===== src/rtl/lws_pkg.sv =====
// Shared types and helpers for the lane write sequencer.
// Assumes 32-bit words and at most four data lanes.
package lws_pkg;

    localparam int WORD_W = 32;
    localparam int LANES  = 4;

    typedef enum logic [1:0] {
        LM_SINGLE    = 2'd0,
        LM_DATA_QUAD = 2'd1,
        LM_ALL_QUAD  = 2'd2,
        LM_RSVD      = 2'd3
    } lane_mode_e;

    typedef enum logic [1:0] {
        PH_IDLE = 2'd0,
        PH_CMD  = 2'd1,
        PH_ADDR = 2'd2,
        PH_DATA = 2'd3
    } phase_e;

    // Legal field length: 0 or over 32 becomes 32.
    function automatic logic [5:0] fit_len(input logic [5:0] bits);
        return (bits == 6'd0 || bits > 6'd32) ? 6'd32 : bits;
    endfunction

    // Moves an L-bit field to the top of the word; bits above L drop out.
    function automatic logic [WORD_W-1:0] left_justify(input logic [WORD_W-1:0] w,
                                                       input logic [5:0] bits);
        logic [5:0] amt;
        amt = 6'd32 - bits;
        return w << amt;
    endfunction

    // Serial clocks needed for a field of the given length.
    function automatic logic [5:0] field_clocks(input logic [5:0] bits, input logic quad);
        return quad ? {2'b00, bits[5:2]} : bits;
    endfunction

endpackage


===== src/rtl/lws_clkdiv.sv =====
// Serial clock generator. Counts T system cycles per half period while
// run is high and flags the last cycle of each bit period.
// Assumes top >= 1 and that top, idle_lvl and launch_lead stay stable while run is high.
module lws_clkdiv #(
    parameter int TOP_W = 8
) (
    input  logic             clk,
    input  logic             rst_n,
    input  logic             run,
    input  logic [TOP_W-1:0] top,
    input  logic             idle_lvl,
    input  logic             launch_lead,
    output logic             sclk,
    output logic             bit_end
);

    logic [TOP_W-1:0] cnt_q;
    logic             half_q;
    logic             half_last;

    assign half_last = (cnt_q == top - TOP_W'(1));

    // Half-period counter and half flag.
    always_ff @(posedge clk) begin
        if (!rst_n || !run) begin
            cnt_q  <= '0;
            half_q <= 1'b0;
        end else if (half_last) begin
            cnt_q  <= '0;
            half_q <= ~half_q;
        end else begin
            cnt_q  <= cnt_q + TOP_W'(1);
        end
    end

    // Clock level: idle outside a transfer, otherwise the level for the current half.
    always_comb begin
        if (!run)
            sclk = idle_lvl;
        else
            sclk = idle_lvl ^ (half_q ? ~launch_lead : launch_lead);
    end

    assign bit_end = run && half_q && half_last;

    AST_DIV_IN_RANGE: assert property (@(posedge clk) disable iff (!rst_n)
        run |-> (cnt_q < top));

    AST_HALF_HOLDS: assert property (@(posedge clk) disable iff (!rst_n)
        (run && $past(run) && !$past(half_last)) |-> $stable(half_q));

endmodule


===== src/rtl/lws_word_store.sv =====
// Holds the data words of the next transfer. Writes are dropped while
// lock is high or the index is out of range; the read port is combinational.
module lws_word_store #(
    parameter int DEPTH = 8,
    parameter int IDX_W = 3
) (
    input  logic              clk,
    input  logic              rst_n,
    input  logic              lock,
    input  logic              wr_en,
    input  logic [IDX_W-1:0]  wr_idx,
    input  logic [31:0]       wr_data,
    input  logic [IDX_W-1:0]  rd_idx,
    output logic [31:0]       rd_data
);

    logic [31:0] mem [DEPTH];

    // Word writes, blocked while a transfer runs.
    always_ff @(posedge clk) begin
        if (!rst_n) begin
            for (int i = 0; i < DEPTH; i++) mem[i] <= '0;
        end else if (wr_en && !lock && int'(wr_idx) < DEPTH) begin
            mem[wr_idx] <= wr_data;
        end
    end

    assign rd_data = (int'(rd_idx) < DEPTH) ? mem[rd_idx] : '0;

endmodule


===== src/rtl/lws_shifter.sv =====
// Output shift register. Presents the top bit (one lane) or the top nibble
// (four lanes) and shifts by the lane count on advance. Clear zeroes the
// lanes and drops the enables. Assumes load, advance and clear are exclusive.
module lws_shifter
    import lws_pkg::*;
(
    input  logic              clk,
    input  logic              rst_n,
    input  logic              load,
    input  logic [WORD_W-1:0] load_word,
    input  logic              load_quad,
    input  logic              advance,
    input  logic              clear,
    output logic [LANES-1:0]  lanes,
    output logic [LANES-1:0]  lane_oe
);

    logic [WORD_W-1:0] sh_q;
    logic              quad_q;
    logic              en_q;

    // Shift register, lane width and enable state.
    always_ff @(posedge clk) begin
        if (!rst_n || clear) begin
            sh_q   <= '0;
            quad_q <= 1'b0;
            en_q   <= 1'b0;
        end else if (load) begin
            sh_q   <= load_word;
            quad_q <= load_quad;
            en_q   <= 1'b1;
        end else if (advance) begin
            sh_q   <= quad_q ? (sh_q << LANES) : (sh_q << 1);
        end
    end

    // Lane 0 carries the single-lane bit; upper lanes carry the nibble in four-lane mode.
    assign lanes[0]   = en_q & (quad_q ? sh_q[WORD_W-LANES] : sh_q[WORD_W-1]);
    assign lane_oe[0] = en_q;

    for (genvar k = 1; k < LANES; k++) begin : g_lane
        assign lanes[k]   = en_q & quad_q & sh_q[WORD_W-LANES+k];
        assign lane_oe[k] = en_q & quad_q;
    end

    AST_LANES_FROZEN: assert property (@(posedge clk) disable iff (!rst_n)
        (en_q && $past(en_q) && !$past(load) && !$past(advance)) |-> $stable(lanes));

endmodule


===== src/rtl/lane_write_seq.sv =====
// Transmit-only multi-lane serial write sequencer. Sequences the command,
// address and data phases, picks the lane count per phase and frames the
// transfer with chip enable. Configuration is sampled on every idle cycle
// and frozen while busy. Assumes four-lane field lengths are multiples of 4.
module lane_write_seq
    import lws_pkg::*;
#(
    parameter int MAX_WORDS = 8,
    parameter int TOP_W     = 8,
    localparam int IDX_W    = (MAX_WORDS > 1) ? $clog2(MAX_WORDS) : 1,
    localparam int CNT_W    = $clog2(MAX_WORDS + 1) + 1,
    localparam int BYTE_W   = $clog2(MAX_WORDS * 4 + 1)
) (
    input  logic              clk,
    input  logic              rst_n,
    input  logic [1:0]        cfg_lane_mode,
    input  logic              cfg_ce_high,
    input  logic [1:0]        cfg_clk_mode,
    input  logic [5:0]        cfg_cmd_bits,
    input  logic [5:0]        cfg_addr_bits,
    input  logic [TOP_W-1:0]  cfg_div_top,
    input  logic              ld_valid,
    input  logic [IDX_W-1:0]  ld_idx,
    input  logic [31:0]       ld_word,
    input  logic              req_valid,
    input  logic [31:0]       req_cmd,
    input  logic [31:0]       req_addr,
    input  logic [BYTE_W-1:0] req_bytes,
    output logic              sclk,
    output logic              ce,
    output logic [3:0]        dq_o,
    output logic [3:0]        dq_oe,
    output logic              busy,
    output logic              done
);

    phase_e           phase_q;
    logic             busy_q, done_q, ce_q;
    lane_mode_e       mode_q;
    logic             act_lvl_q;
    logic [1:0]       clkmode_q;
    logic [TOP_W-1:0] top_q;
    logic [5:0]       cmd_bits_q, addr_bits_q;
    logic [31:0]      addr_q;
    logic [CNT_W-1:0] nwords_q, widx_q, next_idx;
    logic [5:0]       left_q;
    logic [CNT_W-1:0] req_words;
    logic             accept, bit_end;
    logic             hdr_quad, data_quad;
    logic [IDX_W-1:0] rd_idx;
    logic [31:0]      rd_word;
    logic             sh_load, sh_quad, sh_adv, sh_clear;
    logic [31:0]      sh_word;

    assign accept    = req_valid && !busy_q;
    assign hdr_quad  = (mode_q == LM_ALL_QUAD);
    assign data_quad = (mode_q == LM_ALL_QUAD) || (mode_q == LM_DATA_QUAD);
    assign next_idx  = widx_q + CNT_W'(1);
    assign rd_idx    = (phase_q == PH_DATA) ? next_idx[IDX_W-1:0] : '0;

    // Byte count to word count, with both ends clamped.
    always_comb begin
        if (req_bytes == '0)
            req_words = CNT_W'(1);
        else if (int'(req_bytes) > MAX_WORDS * 4)
            req_words = CNT_W'(MAX_WORDS);
        else
            req_words = CNT_W'(((int'(req_bytes) - 1) >> 2) + 1);
    end

    // Configuration capture: follows the inputs while idle, frozen while busy.
    always_ff @(posedge clk) begin
        if (!rst_n) begin
            mode_q      <= LM_SINGLE;
            act_lvl_q   <= 1'b0;
            clkmode_q   <= 2'b00;
            top_q       <= TOP_W'(4);
            cmd_bits_q  <= 6'd32;
            addr_bits_q <= 6'd32;
        end else if (!busy_q) begin
            mode_q      <= lane_mode_e'(cfg_lane_mode);
            act_lvl_q   <= cfg_ce_high;
            clkmode_q   <= cfg_clk_mode;
            top_q       <= (cfg_div_top == '0) ? TOP_W'(1) : cfg_div_top;
            cmd_bits_q  <= fit_len(cfg_cmd_bits);
            addr_bits_q <= fit_len(cfg_addr_bits);
        end
    end

    // Shifter commands for the start, each bit end and each field boundary.
    always_comb begin
        sh_load  = 1'b0;
        sh_word  = '0;
        sh_quad  = 1'b0;
        sh_adv   = 1'b0;
        sh_clear = 1'b0;
        if (accept) begin
            sh_load = 1'b1;
            sh_word = left_justify(req_cmd, fit_len(cfg_cmd_bits));
            sh_quad = (cfg_lane_mode == LM_ALL_QUAD);
        end else if (bit_end) begin
            if (left_q > 6'd1) begin
                sh_adv = 1'b1;
            end else begin
                case (phase_q)
                    PH_CMD: begin
                        sh_load = 1'b1;
                        sh_word = left_justify(addr_q, addr_bits_q);
                        sh_quad = hdr_quad;
                    end
                    PH_ADDR: begin
                        sh_load = 1'b1;
                        sh_word = rd_word;
                        sh_quad = data_quad;
                    end
                    PH_DATA: begin
                        if (next_idx < nwords_q) begin
                            sh_load = 1'b1;
                            sh_word = rd_word;
                            sh_quad = data_quad;
                        end else begin
                            sh_clear = 1'b1;
                        end
                    end
                    default: sh_clear = 1'b1;
                endcase
            end
        end
    end

    // Phase sequencing, chip enable framing and completion pulse.
    always_ff @(posedge clk) begin
        if (!rst_n) begin
            phase_q  <= PH_IDLE;
            busy_q   <= 1'b0;
            done_q   <= 1'b0;
            ce_q     <= 1'b1;
            addr_q   <= '0;
            nwords_q <= '0;
            widx_q   <= '0;
            left_q   <= '0;
        end else begin
            done_q <= 1'b0;
            if (accept) begin
                phase_q  <= PH_CMD;
                busy_q   <= 1'b1;
                ce_q     <= cfg_ce_high;
                addr_q   <= req_addr;
                nwords_q <= req_words;
                widx_q   <= '0;
                left_q   <= field_clocks(fit_len(cfg_cmd_bits), cfg_lane_mode == LM_ALL_QUAD);
            end else if (!busy_q) begin
                ce_q <= ~cfg_ce_high;
            end else if (bit_end) begin
                if (left_q > 6'd1) begin
                    left_q <= left_q - 6'd1;
                end else begin
                    case (phase_q)
                        PH_CMD: begin
                            phase_q <= PH_ADDR;
                            left_q  <= field_clocks(addr_bits_q, hdr_quad);
                        end
                        PH_ADDR: begin
                            phase_q <= PH_DATA;
                            widx_q  <= '0;
                            left_q  <= data_quad ? 6'd8 : 6'd32;
                        end
                        default: begin
                            if (next_idx < nwords_q) begin
                                widx_q <= next_idx;
                                left_q <= data_quad ? 6'd8 : 6'd32;
                            end else begin
                                phase_q <= PH_IDLE;
                                busy_q  <= 1'b0;
                                done_q  <= 1'b1;
                                ce_q    <= ~act_lvl_q;
                            end
                        end
                    endcase
                end
            end
        end
    end

    lws_clkdiv #(.TOP_W(TOP_W)) u_div (
        .clk         (clk),
        .rst_n       (rst_n),
        .run         (busy_q),
        .top         (top_q),
        .idle_lvl    (clkmode_q[1]),
        .launch_lead (clkmode_q[0]),
        .sclk        (sclk),
        .bit_end     (bit_end)
    );

    lws_word_store #(.DEPTH(MAX_WORDS), .IDX_W(IDX_W)) u_store (
        .clk     (clk),
        .rst_n   (rst_n),
        .lock    (busy_q),
        .wr_en   (ld_valid),
        .wr_idx  (ld_idx),
        .wr_data (ld_word),
        .rd_idx  (rd_idx),
        .rd_data (rd_word)
    );

    lws_shifter u_shift (
        .clk       (clk),
        .rst_n     (rst_n),
        .load      (sh_load),
        .load_word (sh_word),
        .load_quad (sh_quad),
        .advance   (sh_adv),
        .clear     (sh_clear),
        .lanes     (dq_o),
        .lane_oe   (dq_oe)
    );

    assign ce   = ce_q;
    assign busy = busy_q;
    assign done = done_q;

    AST_CE_HELD: assert property (@(posedge clk) disable iff (!rst_n)
        busy_q |-> (ce_q == act_lvl_q));

    AST_DONE_SINGLE: assert property (@(posedge clk) disable iff (!rst_n)
        done_q |=> !done_q);

    AST_DONE_ON_FALL: assert property (@(posedge clk) disable iff (!rst_n)
        done_q |-> (!busy_q && $past(busy_q)));

    AST_IDLE_QUIET: assert property (@(posedge clk) disable iff (!rst_n)
        !busy_q |-> (dq_oe == 4'b0000 && dq_o == 4'b0000));

    AST_OE_SHAPE: assert property (@(posedge clk) disable iff (!rst_n)
        (dq_oe == 4'b0000 || dq_oe == 4'b0001 || dq_oe == 4'b1111));

    AST_HDR_ONE_LANE: assert property (@(posedge clk) disable iff (!rst_n)
        (busy_q && phase_q != PH_DATA && !hdr_quad) |-> (dq_oe == 4'b0001));

    AST_PHASE_ORDER: assert property (@(posedge clk) disable iff (!rst_n)
        (busy_q && $past(busy_q) && phase_q != $past(phase_q)) |->
        ((phase_q == PH_ADDR && $past(phase_q) == PH_CMD) ||
         (phase_q == PH_DATA && $past(phase_q) == PH_ADDR)));

    AST_CFG_FROZEN: assert property (@(posedge clk) disable iff (!rst_n)
        (busy_q && $past(busy_q)) |-> ($stable(top_q) && $stable(mode_q) && $stable(clkmode_q)));

endmodule


===== config.mk =====
export PLATFORM = sky130hd
export DESIGN_NAME = lane_write_seq
export DESIGN_NICKNAME = d
export VERILOG_FILES = /design/src/rtl/lws_pkg.sv /design/src/rtl/lws_clkdiv.sv /design/src/rtl/lws_word_store.sv /design/src/rtl/lws_shifter.sv /design/src/rtl/lane_write_seq.sv
export SDC_FILE = /design/constraint.sdc
export NUM_CORES = 1
export LEC_CHECK = 0
export BUFFER_PORTS_ARGS = -buffer_cell sky130_fd_sc_hd__buf_2
export CAP_MARGIN = 20
export CORE_MARGIN = 3
export CORE_UTILIZATION = 35
export DETAILED_ROUTE_END_ITERATION = 7
export SLEW_MARGIN = 10
export SYNTH_ARGS = -nofsm -noshare
export SYNTH_HDL_FRONTEND = slang
export SYNTH_SLANG_ARGS = --single-unit
export TNS_END_PERCENT = 20

===== constraint.sdc =====
create_clock -name clk -period 12.3 [get_ports clk]
set_clock_uncertainty 0.15 [all_clocks]
set_input_delay 1.845 -clock clk [delete_from_list [all_inputs] [get_ports clk]]
set_output_delay 1.845 -clock clk [all_outputs]
set_load 0.02 [all_outputs]

==> results of run 1 <==
cells by family (layout without fill, tap and decap cells):
family,count (synthesis),count (layout),share of synthesized area [%]
AND/OR/NAND/NOR,799,799,19.2
AO/OA/AOI/OAI,406,406,12.8
buffers and inverters,188,289,3.37
flip-flops,371,371,46.0
XOR/XNOR,30,30,1.21
adder cells (fa/ha/maj),17,17,0.979
other,0,3,0
multiplexers,243,243,16.5
cells in the mapped netlist, drive strengths merged (9+ instances only):
library cell	n
or2	10
mux2	27
nand2	211
o22ai	20
a21oi	85
buf	35
nand3	33
nor3b	17
or3	13
inv	26
ha	17
nand2b	27
nor2b	31
o21ai	67
xnor2	18
nor4	9
xor2	12
clkbuf	127
and3	29
a211oi	46
and2	261
mux4	89
edfxtp	256
a22oi	13
nor2	104
a221oi	13
mux2i	127
dfxtp	115
nor3	39
o211a	10
o211ai	31
a21boi	34
a31oi	11
registers in the layout (all words and copies together), names as in the netlist, 5 cells and up:
register      cells
addr_bits_q       6
top_q             8
u_shift.sh_q     32
u_store.mem     256
left_q            6
nwords_q          5
addr_q           32
widx_q            5
u_div.cnt_q       8
layout make-up:
class | count | share of cell area [%]
Multi-Input combinational cell | 1495 | 45.3
Sequential cell | 371 | 40.4
Clock buffer | 55 | 4.65
Timing Repair Buffer | 188 | 4.25
Tap cell | 828 | 4.18
Clock inverter | 20 | 0.859
Inverter | 26 | 0.394
Antenna cell | 3 | 0.0303
power by group:
group / internal [mW] / total (mW) / switching, mW / leakage (nW)
Clock: 0.727 / 1.26 / 0.532 / 0.658
Combinational: 0.185 / 0.487 / 0.302 / 4.68
Sequential: 1.39 / 1.43 / 0.0346 / 3.62
metrics by stage:
stage	cells	total power, mW	hold slack [ns]	area (um^2)
after floorplan	2054	1.76	0.272	21700
after global placement	2907	1.92	0.284	23400
after detailed placement	2907	1.93	0.290	23400
after CTS	2982	3.19	0.299	24700
after global routing	2984	3.29	0.334	24800
final	2986	3.17	0.294	24800
layer usage:
layer / GRT usage (%) / share of wire [%] / vias to the layer above
met5: 0 / 0.084 / -
met4: 6.81 / 2.8 / 10
met1: 27.4 / 42 / 8410
met3: 3.30 / 6.6 / 136
li1: - / - / 7766
met2: 34.8 / 48 / 652
worst max path at each step:
| stage | from | to | depth (start not counted) |
|---|---|---|---|
| detailed placement | cfg_cmd_bits[5] | u_shift.sh_q[23] | 12 |
| CTS | cfg_cmd_bits[5] | u_shift.sh_q[23] | 12 |
| global placement | cfg_cmd_bits[5] | u_shift.sh_q[23] | 12 |
| global route | cfg_cmd_bits[5] | u_shift.sh_q[15] | 13 |
| finish | cfg_cmd_bits[5] | u_shift.sh_q[15] | 13 |
| floorplan | cfg_cmd_bits[0] | u_shift.sh_q[1] | 15 |
worst max-delay path: stages:
cell and delay (ns):
buf_2 0.17, nor2b_2 0.13, buf_4 0.37, inv_1 0.11, ha_1 0.45, xnor2_2 0.23
buf_4 0.48, mux2i_1 0.21, a2111oi_0 0.66, a211oi_1 0.12, a21oi_1 0.31, a21oi_1 0.12
a221oi_1 0.24
==> results.yml, run 1 <==
synth:
  ys_ff_latch: 371
  ys_warn_count: 0
  syn_area_mm2: 0.0217
  async_reset_ff_share_pct: 0
  yosysUniqueCellTypes: 75
  yosysSeqAreaShare_pct: 46.0
  syn_avg_cell_area_um2: 10.6
  syn-instance-count: 2054
  yosysTopAreaCell: "edfxtp_1"
  synth_area_leaders: "edfxtp_1, dfxtp_1, mux4_2"
  synth_top_area_share_pct: 35.4
  syn-num-nets: 2205
  ys.flop_type: "edfxtp_1"
  synth_edf_count: 256
finish:
  area_growth_pct: 14.0
  layout_common_cells: "and2_1, edfxtp_1, nand2_1, buf_2, mux2i_1"
  n_fill_cell: 5795
  final_nets: 2275
  regArea_mm2: 0.00999
  drive_gt1_share_pct: 19.1
  final_core_util_pct: 40.7
  layout_commonest_cell: "and2_1"
  multi_input_area_mm2: 0.0112
floorplan:
  rows: 90
  die_y_um: 255
  pin_count: 146
  dieArea_mm2: 0.0651
  coreArea_mm2: 0.0609
  die_w_um: 255
  initial_core_util_pct: 35.7
clock_tree:
  numCtsBuffers: 42
  worst_skew_pair.late_latency_ns: 0.58
  path_clk_slew_ns: 0.06
  cts_sinks: 371
  post_cts.repair.setup_buffers: 0
  cts_resized: 0
  cts_tree: "done"
  cts-root-buf: "clkbuf_16"
  h-tree-depth: 2
  clock_path_buffers: 3
  postCtsHoldBufs: 0
placed_design:
  dp_hpwl_um: 45400
  gp_congestion: 0.906
  dp_slack_ns: 6.48
  io_buffers: 145
timing:
  setup_viol: 0
  finalMaxSlewViolations: 0
  worstMarginPinSlew_ns: 0.986
  hold_violations: 0
  finalCritPeriodShare_pct: 42.0
  min_period_ns: 5.17
  finalWorstSetupSlack_ns: 7.13
  rsz0062_at_grt: "false"
  max_freq_mhz: 194
  fin_setup_tns_ns: 0
  slew_headroom_pct: 34.1
worst_hold_path:
  holdCritStartpoint: "nwords_q[4]"
  holdPathEnd: "nwords_q[4]"
  hp-class: "flop to flop"
  worstHoldPathCells: 2
setup_path:
  cp_max_fo: 38
  cp-start-kind: "input pin"
  worstSetupPathType: "input pin to flop"
  reg2regPathDepth: 10
  r2r-end: "u_shift.sh_q[1]"
  r2r-start: "widx_q[0]"
  required_ns: 12.61
  end_kind: "flop"
  r2r_slack_ns: 7.21
  cp_data_arrival_time_ns: 5.48
power:
  static-leakage-power_nw: 8.96
  vdd_drop_max_mv: 0.0971
  power_density_mw_per_mm2: 128
route:
  drt_wl_total_um: 68100
  via_per_inst: 5.68
  drt-wirelength-per-cell_um: 22.8
  post-route-drc-count: 0
  dr.pass1.iters: 5
  ant_nets: 0
  vias: 16974
  drt_iter0_drc: 1524
global_route:
  overflow: 0
  antenna_found_initial: 8
  grt_pass1_wl_um: 103000
  grt_pass1_vias: 16612
  grt_use_total_pct: 20.7
  grt_max_degree: 80
job:
  drv_cap: 0
outcome:
  status: "finished, final reports clean"
Note: power is estimated with default switching activity, not from simulation.
==> run 2: changes to the inputs <==
==> constraint.sdc (replaced) <==
create_clock -name clk -period 5 [get_ports clk]
set_clock_uncertainty 0.15 [all_clocks]
set_input_delay 0.75 -clock clk [delete_from_list [all_inputs] [get_ports clk]]
set_output_delay 0.75 -clock clk [all_outputs]
set_load 0.02 [all_outputs]
==> run 2 against run 1 <==
First-iteration DRC count down 14%. Power up 140%. Cell count up 0.64%. Utilization up 0.12 points. Sequential share of layout area down 0.12 points. Critical path type is now flop to flop. Setup slack worse by 6.4 ns. Die area unchanged. Global-route usage down 0.38 points. Wire length down 1.6%. Design area up 0.30%. Critical path depth down 1. Sequential cell count unchanged. Critical endpoint is now u_shift.sh_q[31].
==> results.yml, run 2 (synthesis results as in run 1) <==
clock_tree:
  numCtsBuffers: 43
  cts-root-buf: "clkbuf_16"
  cts_sinks: 371
  cts_tree: "done"
  h-tree-depth: 2
  post_cts.repair.setup_buffers: 0
  cts_resized: 0
  postCtsHoldBufs: 0
  worst_skew_pair.late_latency_ns: 0.58
  path_clk_slew_ns: 0.06
  clock_path_buffers: 3
global_route:
  grt_pass1_vias: 16636
  grt_use_total_pct: 20.3
  antenna_found_initial: 7
  overflow: 0
  grt_max_degree: 79
  grt_pass1_wl_um: 102000
floorplan:
  die_w_um: 255
  initial_core_util_pct: 35.7
  dieArea_mm2: 0.0651
  rows: 90
  pin_count: 146
  coreArea_mm2: 0.0609
  die_y_um: 255
finish:
  drive_gt1_share_pct: 19.8
  layout_commonest_cell: "and2_1"
  final_core_util_pct: 40.8
  largestRegisters: "u_store.mem x256, addr_q x32, u_shift.sh_q x32"
  final_nets: 2292
  area_growth_pct: 14.3
  largest_register_ffs: 256
  layout_common_cells: "and2_1, edfxtp_1, nand2_1, buf_2, mux2i_1"
  top_register: "u_store.mem"
worst_hold_path:
  holdCritStartpoint: "cfg_div_top[2]"
  worstHoldPathCells: 3
  hp-class: "input pin to flop"
  holdPathEnd: "top_q[2]"
setup_path:
  r2r-start: "widx_q[1]"
  cp-start-kind: "flop"
  reg2regPathDepth: 12
  cp_data_arrival_time_ns: 4.53
  r2r-end: "u_shift.sh_q[31]"
  required_ns: 5.27
  end_kind: "flop"
  cp_max_fo: 14
  r2r_slack_ns: 0.74
  worstSetupPathType: "flop to flop"
timing:
  finalMaxSlewViolations: 0
  finalCritPeriodShare_pct: 85.2
  max_freq_mhz: 235
  fin_setup_tns_ns: 0
  hold_violations: 0
  slew_headroom_pct: 27.1
  worstMarginPinSlew_ns: 1.07
  rsz0062_at_grt: "false"
  setup_viol: 0
  min_period_ns: 4.26
  hold_slack_ns: 0.265
outcome:
  status: "finished, final reports clean"
route:
  drt-met1-wl_um: 28300
  vias: 16932
  route.met2.wl_um: 32400
  ant_nets: 0
  dr.max_layer_used: "met5"
  drt_iter0_drc: 1309
  met3_length_um: 4440
  dr.pass1.iters: 5
  via_per_inst: 5.63
  post-route-drc-count: 0
  drt_wl_total_um: 67000
  drt-wirelength-per-cell_um: 22.3
job:
  drv_cap: 0
power:
  vdd_drop_max_mv: 0.304
  static-leakage-power_nw: 9.05
  power_density_mw_per_mm2: 311
placed_design:
  dp_hpwl_um: 47100
  gp_congestion: 0.899
  io_buffers: 145
==> run 2: cell count changes in the layout (fill, tap and decap cells not counted), sizes merged <==
cell	delta
buf	+16
clkinv	+5
bufinv	-2
clkbuf	+2
clkinvlp	-1
inv	-1
==> run 2: worst max-delay path, cell delays in order (launching register included) <==
cell and delay, ns:
dfxtp_1 0.32, ha_1 0.23, xnor2_1 0.21, buf_4 0.23, inv_1 0.29, ha_1 0.41, nand2_1 0.06, o211ai_1 0.29
nand2_1 0.23, nor2_2 0.62, a21oi_1 0.27, o31ai_1 0.63, a31oi_1 0.17
==> run 2: worst max-delay path by stage <==
| stage | startpoint | to | slack, ns | depth (start not counted) |
|---|---|---|---|---|
| 2_1_floorplan | cfg_cmd_bits[0] | u_shift.sh_q[1] | 0.26 | 15 |
| 3_3_place_gp | widx_q[0] | u_shift.sh_q[19] | 0.81 | 11 |
| 4_1_cts | widx_q[0] | u_shift.sh_q[19] | 0.78 | 11 |
| 6_report | widx_q[1] | u_shift.sh_q[31] | 0.74 | 12 |
| 5_1_grt | widx_q[1] | u_shift.sh_q[31] | 0.55 | 12 |
| 3_5_place_dp | widx_q[0] | u_shift.sh_q[19] | 0.82 | 11 |
==> run 2: per-layer routing <==
layer | track usage [%] | vias up
met3 | 3.27 | 115
met1 | 26.8 | 8409
met2 | 34.4 | 598
met4 | 6.39 | 6
met5 | 0 | -
li1 | - | 7804
==> run 2: area by class of cell <==
cell class                      count  area (um^2)
Clock buffer                       57         1180
Sequential cell                   371         9990
Tap cell                          828         1040
Fill cell                        5846        36100
Timing Repair Buffer              204         1180
Inverter                           26         97.6
Antenna cell                        3         7.51
Multi-Input combinational cell   1495        11200
Clock inverter                     21          168
==> run 2: stage by stage <==
step	instances	instance area [um^2]	worst slack, ns	total power, mW
6_report	3005	24800	0.739	7.72
4_1_cts	3002	24800	0.783	7.77
5_1_grt	3002	24800	0.548	8.01
2_1_floorplan	2054	21700	0.256	4.32
3_3_place_gp	2924	23500	0.812	4.74
3_5_place_dp	2924	23500	0.819	4.76
==> run 2: where the power goes <==
group / switching, mW / total [mW] / internal [mW]
Clock: 1.29 / 3.01 / 1.72
Sequential: 0.0836 / 3.51 / 3.42
Combinational: 0.746 / 1.20 / 0.458
Total: 2.12 / 7.72 / 5.60
==> run 3: changes to the inputs <==
--- a/config.mk
+++ b/config.mk
@@ -5,9 +5,9 @@
 export SDC_FILE = /design/constraint.sdc
 export NUM_CORES = 1
 export LEC_CHECK = 0
+export ABC_AREA = 1
 export BUFFER_PORTS_ARGS = -buffer_cell sky130_fd_sc_hd__buf_2
 export CAP_MARGIN = 20
-export CORE_MARGIN = 3
 export CORE_UTILIZATION = 35
 export DETAILED_ROUTE_END_ITERATION = 7
 export SLEW_MARGIN = 10
==> run 3 against run 2 <==
Synthesized cell count rose by 37%. Setup slack got worse by 0.20 ns. Sequential share of layout area up 1.7 points. Critical path depth increased by 7. Wire length decreased by 1.6%. Clock-buffer cell count is 3 lower. Die area shrank 5.5%. Register-to-register slack got worse by 0.20 ns. Worst hold slack worse by 0.020 ns. First-iteration DRC count increased by 42%. Global-route usage grew 1.0 points. Utilization decreased by 0.75 points. Highest routed layer is now met4.
==> results.yml, run 3 <==
clock_tree:
  post_cts.repair.setup_buffers: 0
  cts-root-buf: "clkbuf_16"
  worst_skew_pair.late_latency_ns: 0.58
  cts_tree: "done"
  cts_resized: 0
  h-tree-depth: 2
  numCtsBuffers: 42
  cts_sinks: 371
  postCtsHoldBufs: 0
  clock_path_buffers: 3
  path_clk_slew_ns: 0.06
worst_hold_path:
  holdCritStartpoint: "req_addr[28]"
  holdPathEnd: "addr_q[28]"
  worstHoldPathCells: 3
  hp-class: "input pin to flop"
global_route:
  grt_pass1_vias: 18041
  grt_use_total_pct: 21.4
  antenna_found_initial: 1
  grt_max_degree: 79
  grt_pass1_wl_um: 102000
  overflow: 0
synth:
  ys_warn_count: 0
  syn_area_mm2: 0.0212
  yosysUniqueCellTypes: 54
  synthTopCellsByCount: "nand2_1, nor2_1, nand3_1"
  yosysSeqAreaShare_pct: 47.1
  ys_ff_latch: 371
  synth_edf_count: 256
  yosysTopAreaCell: "edfxtp_1"
  yosysMostFrequentCell: "nand2_1"
  synth_top_area_share_pct: 36.3
  ys.flop_type: "edfxtp_1"
  syn-instance-count: 2811
  syn_avg_cell_area_um2: 7.54
  syn-num-nets: 2962
  async_reset_ff_share_pct: 0
  synth_area_leaders: "edfxtp_1, nand2_1, dfxtp_1"
route:
  dr.pass1.iters: 6
  vias: 19268
  ant_nets: 0
  drt_wl_total_um: 65900
  via_per_inst: 5.25
  drt-wirelength-per-cell_um: 18.0
  drt_iter0_drc: 1857
  post-route-drc-count: 0
power:
  switchingPower_mw: 2.29
  intPower_mw: 5.56
  p_total_mw: 7.84
  static-leakage-power_nw: 10.3
  clkPwrFrac_pct: 38.9
  p_comb_share_pct: 16.4
  vdd_drop_max_mv: 0.258
  p_seq_share_pct: 44.7
  power_density_mw_per_mm2: 330
  switching_share_pct: 29.1
timing:
  fin_setup_tns_ns: 0
  hold_violations: 0
  finalCritPeriodShare_pct: 89.2
  setup_viol: 0
  min_period_ns: 4.46
  rsz0062_at_grt: "false"
  finalMaxSlewViolations: 0
  worstMarginPinSlew_ns: 1.05
  max_freq_mhz: 224
  slew_headroom_pct: 29.7
setup_path:
  r2r-start: "widx_q[0]"
  r2r_slack_ns: 0.54
  r2r-end: "u_shift.sh_q[29]"
  cp-start-kind: "flop"
  end_kind: "flop"
  path_common_cell: "nand2_1"
  worstSetupPathType: "flop to flop"
  cp_data_arrival_time_ns: 4.77
  reg2regPathDepth: 19
  cp_max_fo: 20
  crit_path_max_incr_delay_ns: 0.87
  required_ns: 5.31
  slowest_stage: "inv_1"
  crit_chain: "ha_1, xnor2_1, inv_1, ha_1, nand2_1, nor2_1, nand2_1, nand3_1, inv_1, nand2_1, nand2_1, inv_1, nor3_1, nor2_1, nor2_1, nor2_1, nand3_1, nand2_1, inv_1"
finish:
  regArea_mm2: 0.00999
  layout_common_cells: "nand2_1, nor2_1, nand3_1, edfxtp_1, inv_1"
  area_growth_pct: 12.3
  final_nets: 3017
  layout_commonest_cell: "nand2_1"
  multi_input_area_mm2: 0.00976
  largestRegisters: "u_store.mem x256, addr_q x32, u_shift.sh_q x32"
  drive_gt1_share_pct: 11.4
  top_register: "u_store.mem"
  n_fill_cell: 6209
  largest_register_ffs: 256
floorplan:
  pin_count: 146
  initial_core_util_pct: 35.6
  rows: 89
  coreArea_mm2: 0.0595
  die_w_um: 248
  die_y_um: 248
  dieArea_mm2: 0.0615
job:
  drv_cap: 0
placed_design:
  gp_congestion: 0.913
  dp_hpwl_um: 43000
  io_buffers: 145
outcome:
  status: "finished, final reports clean"
==> run 3: changes by cell type in the layout (fill, tap and decap cells not counted), moves of 41 or more <==
| cell | before | now |
|---|---|---|
| and2_1 | 260 | 1 |
| nand2_1 | 211 | 779 |
| nor2_1 | 97 | 407 |
| o21ai_0 | 60 | 101 |
| nand3_1 | 33 | 404 |
| inv_1 | 26 | 174 |
| mux2i_1 | 126 | 13 |
| mux4_2 | 89 | 0 |
==> run 3: worst max-delay path by stage <==
stage / startpoint / end / slack [ns]
3_5_place_dp: widx_q[0] / u_shift.sh_q[29] / 0.77
6_report: widx_q[0] / u_shift.sh_q[29] / 0.54
4_1_cts: widx_q[0] / u_shift.sh_q[29] / 0.71
5_1_grt: widx_q[0] / u_shift.sh_q[29] / 0.33
3_3_place_gp: widx_q[0] / u_shift.sh_q[29] / 0.77
2_1_floorplan: cfg_cmd_bits[0] / u_shift.sh_q[14] / 1.77
==> run 3: metal layers <==
metal | global-route usage [%] | share of wire (%)
met5 | 0 | 0
met4 | 6.03 | 2.5
met3 | 3.47 | 6.9
met2 | 35.3 | 47
met1 | 28.8 | 44
==> run 3: logic make-up after synthesis <==
kind of cell / after synthesis / share of synthesized area (%)
and+or+nand+nor: 1688 / 33.4
DFF: 371 / 47.1
buffers and inverters: 361 / 7.06
AOI/OAI and AO/OA: 340 / 9.81
xor gates and xnor gates: 21 / 0.939
adders and majority gates: 17 / 1.00
muxes: 13 / 0.614
==> run 3: power by group through the flow <==
stage          logic (mW)  registers [mW]  clock network (mW)
5_1_grt              1.44            3.52                3.22
4_1_cts              1.27            3.51                3.11
2_1_floorplan       0.914            3.55                   0
3_3_place_gp         1.27            3.57                   0
3_5_place_dp         1.27            3.57                   0
6_report             1.28            3.51                3.05
==> run 3: final cells by class <==
type	instances	share of cell area, %
Antenna cell	1	0.0105
Clock buffer	54	4.78
Clock inverter	21	0.846
Inverter	191	3.02
Multi-Input combinational cell	2079	41.0
Sequential cell	371	42.0
Tap cell	773	4.06
Timing Repair Buffer	181	4.29
==> run 3: worst max-delay path, delay by kind of cell (launching register included) <==
kind,cells,cell delay (ns)
AND/OR/NAND/NOR,12,1.96
adder cells (fa/ha/maj),2,0.54
flip-flops,1,0.32
buffers and inverters,4,1.12
XOR/XNOR,1,0.24
==> run 3: stage by stage <==
step / util (%) / setup slack [ns] / area [um^2] / instances / hold WS (ns)
after detailed placement: 37.8 / 0.772 / 22500 / 3595 / 0.294
after global routing: 40.0 / 0.334 / 23800 / 3670 / 0.229
after CTS: 40.0 / 0.714 / 23800 / 3670 / 0.217
after floorplan: - / 1.77 / 21200 / 2811 / 0.272
final: 40.0 / 0.540 / 23800 / 3671 / 0.245
after global placement: 37.7 / 0.765 / 22400 / 3594 / 0.293
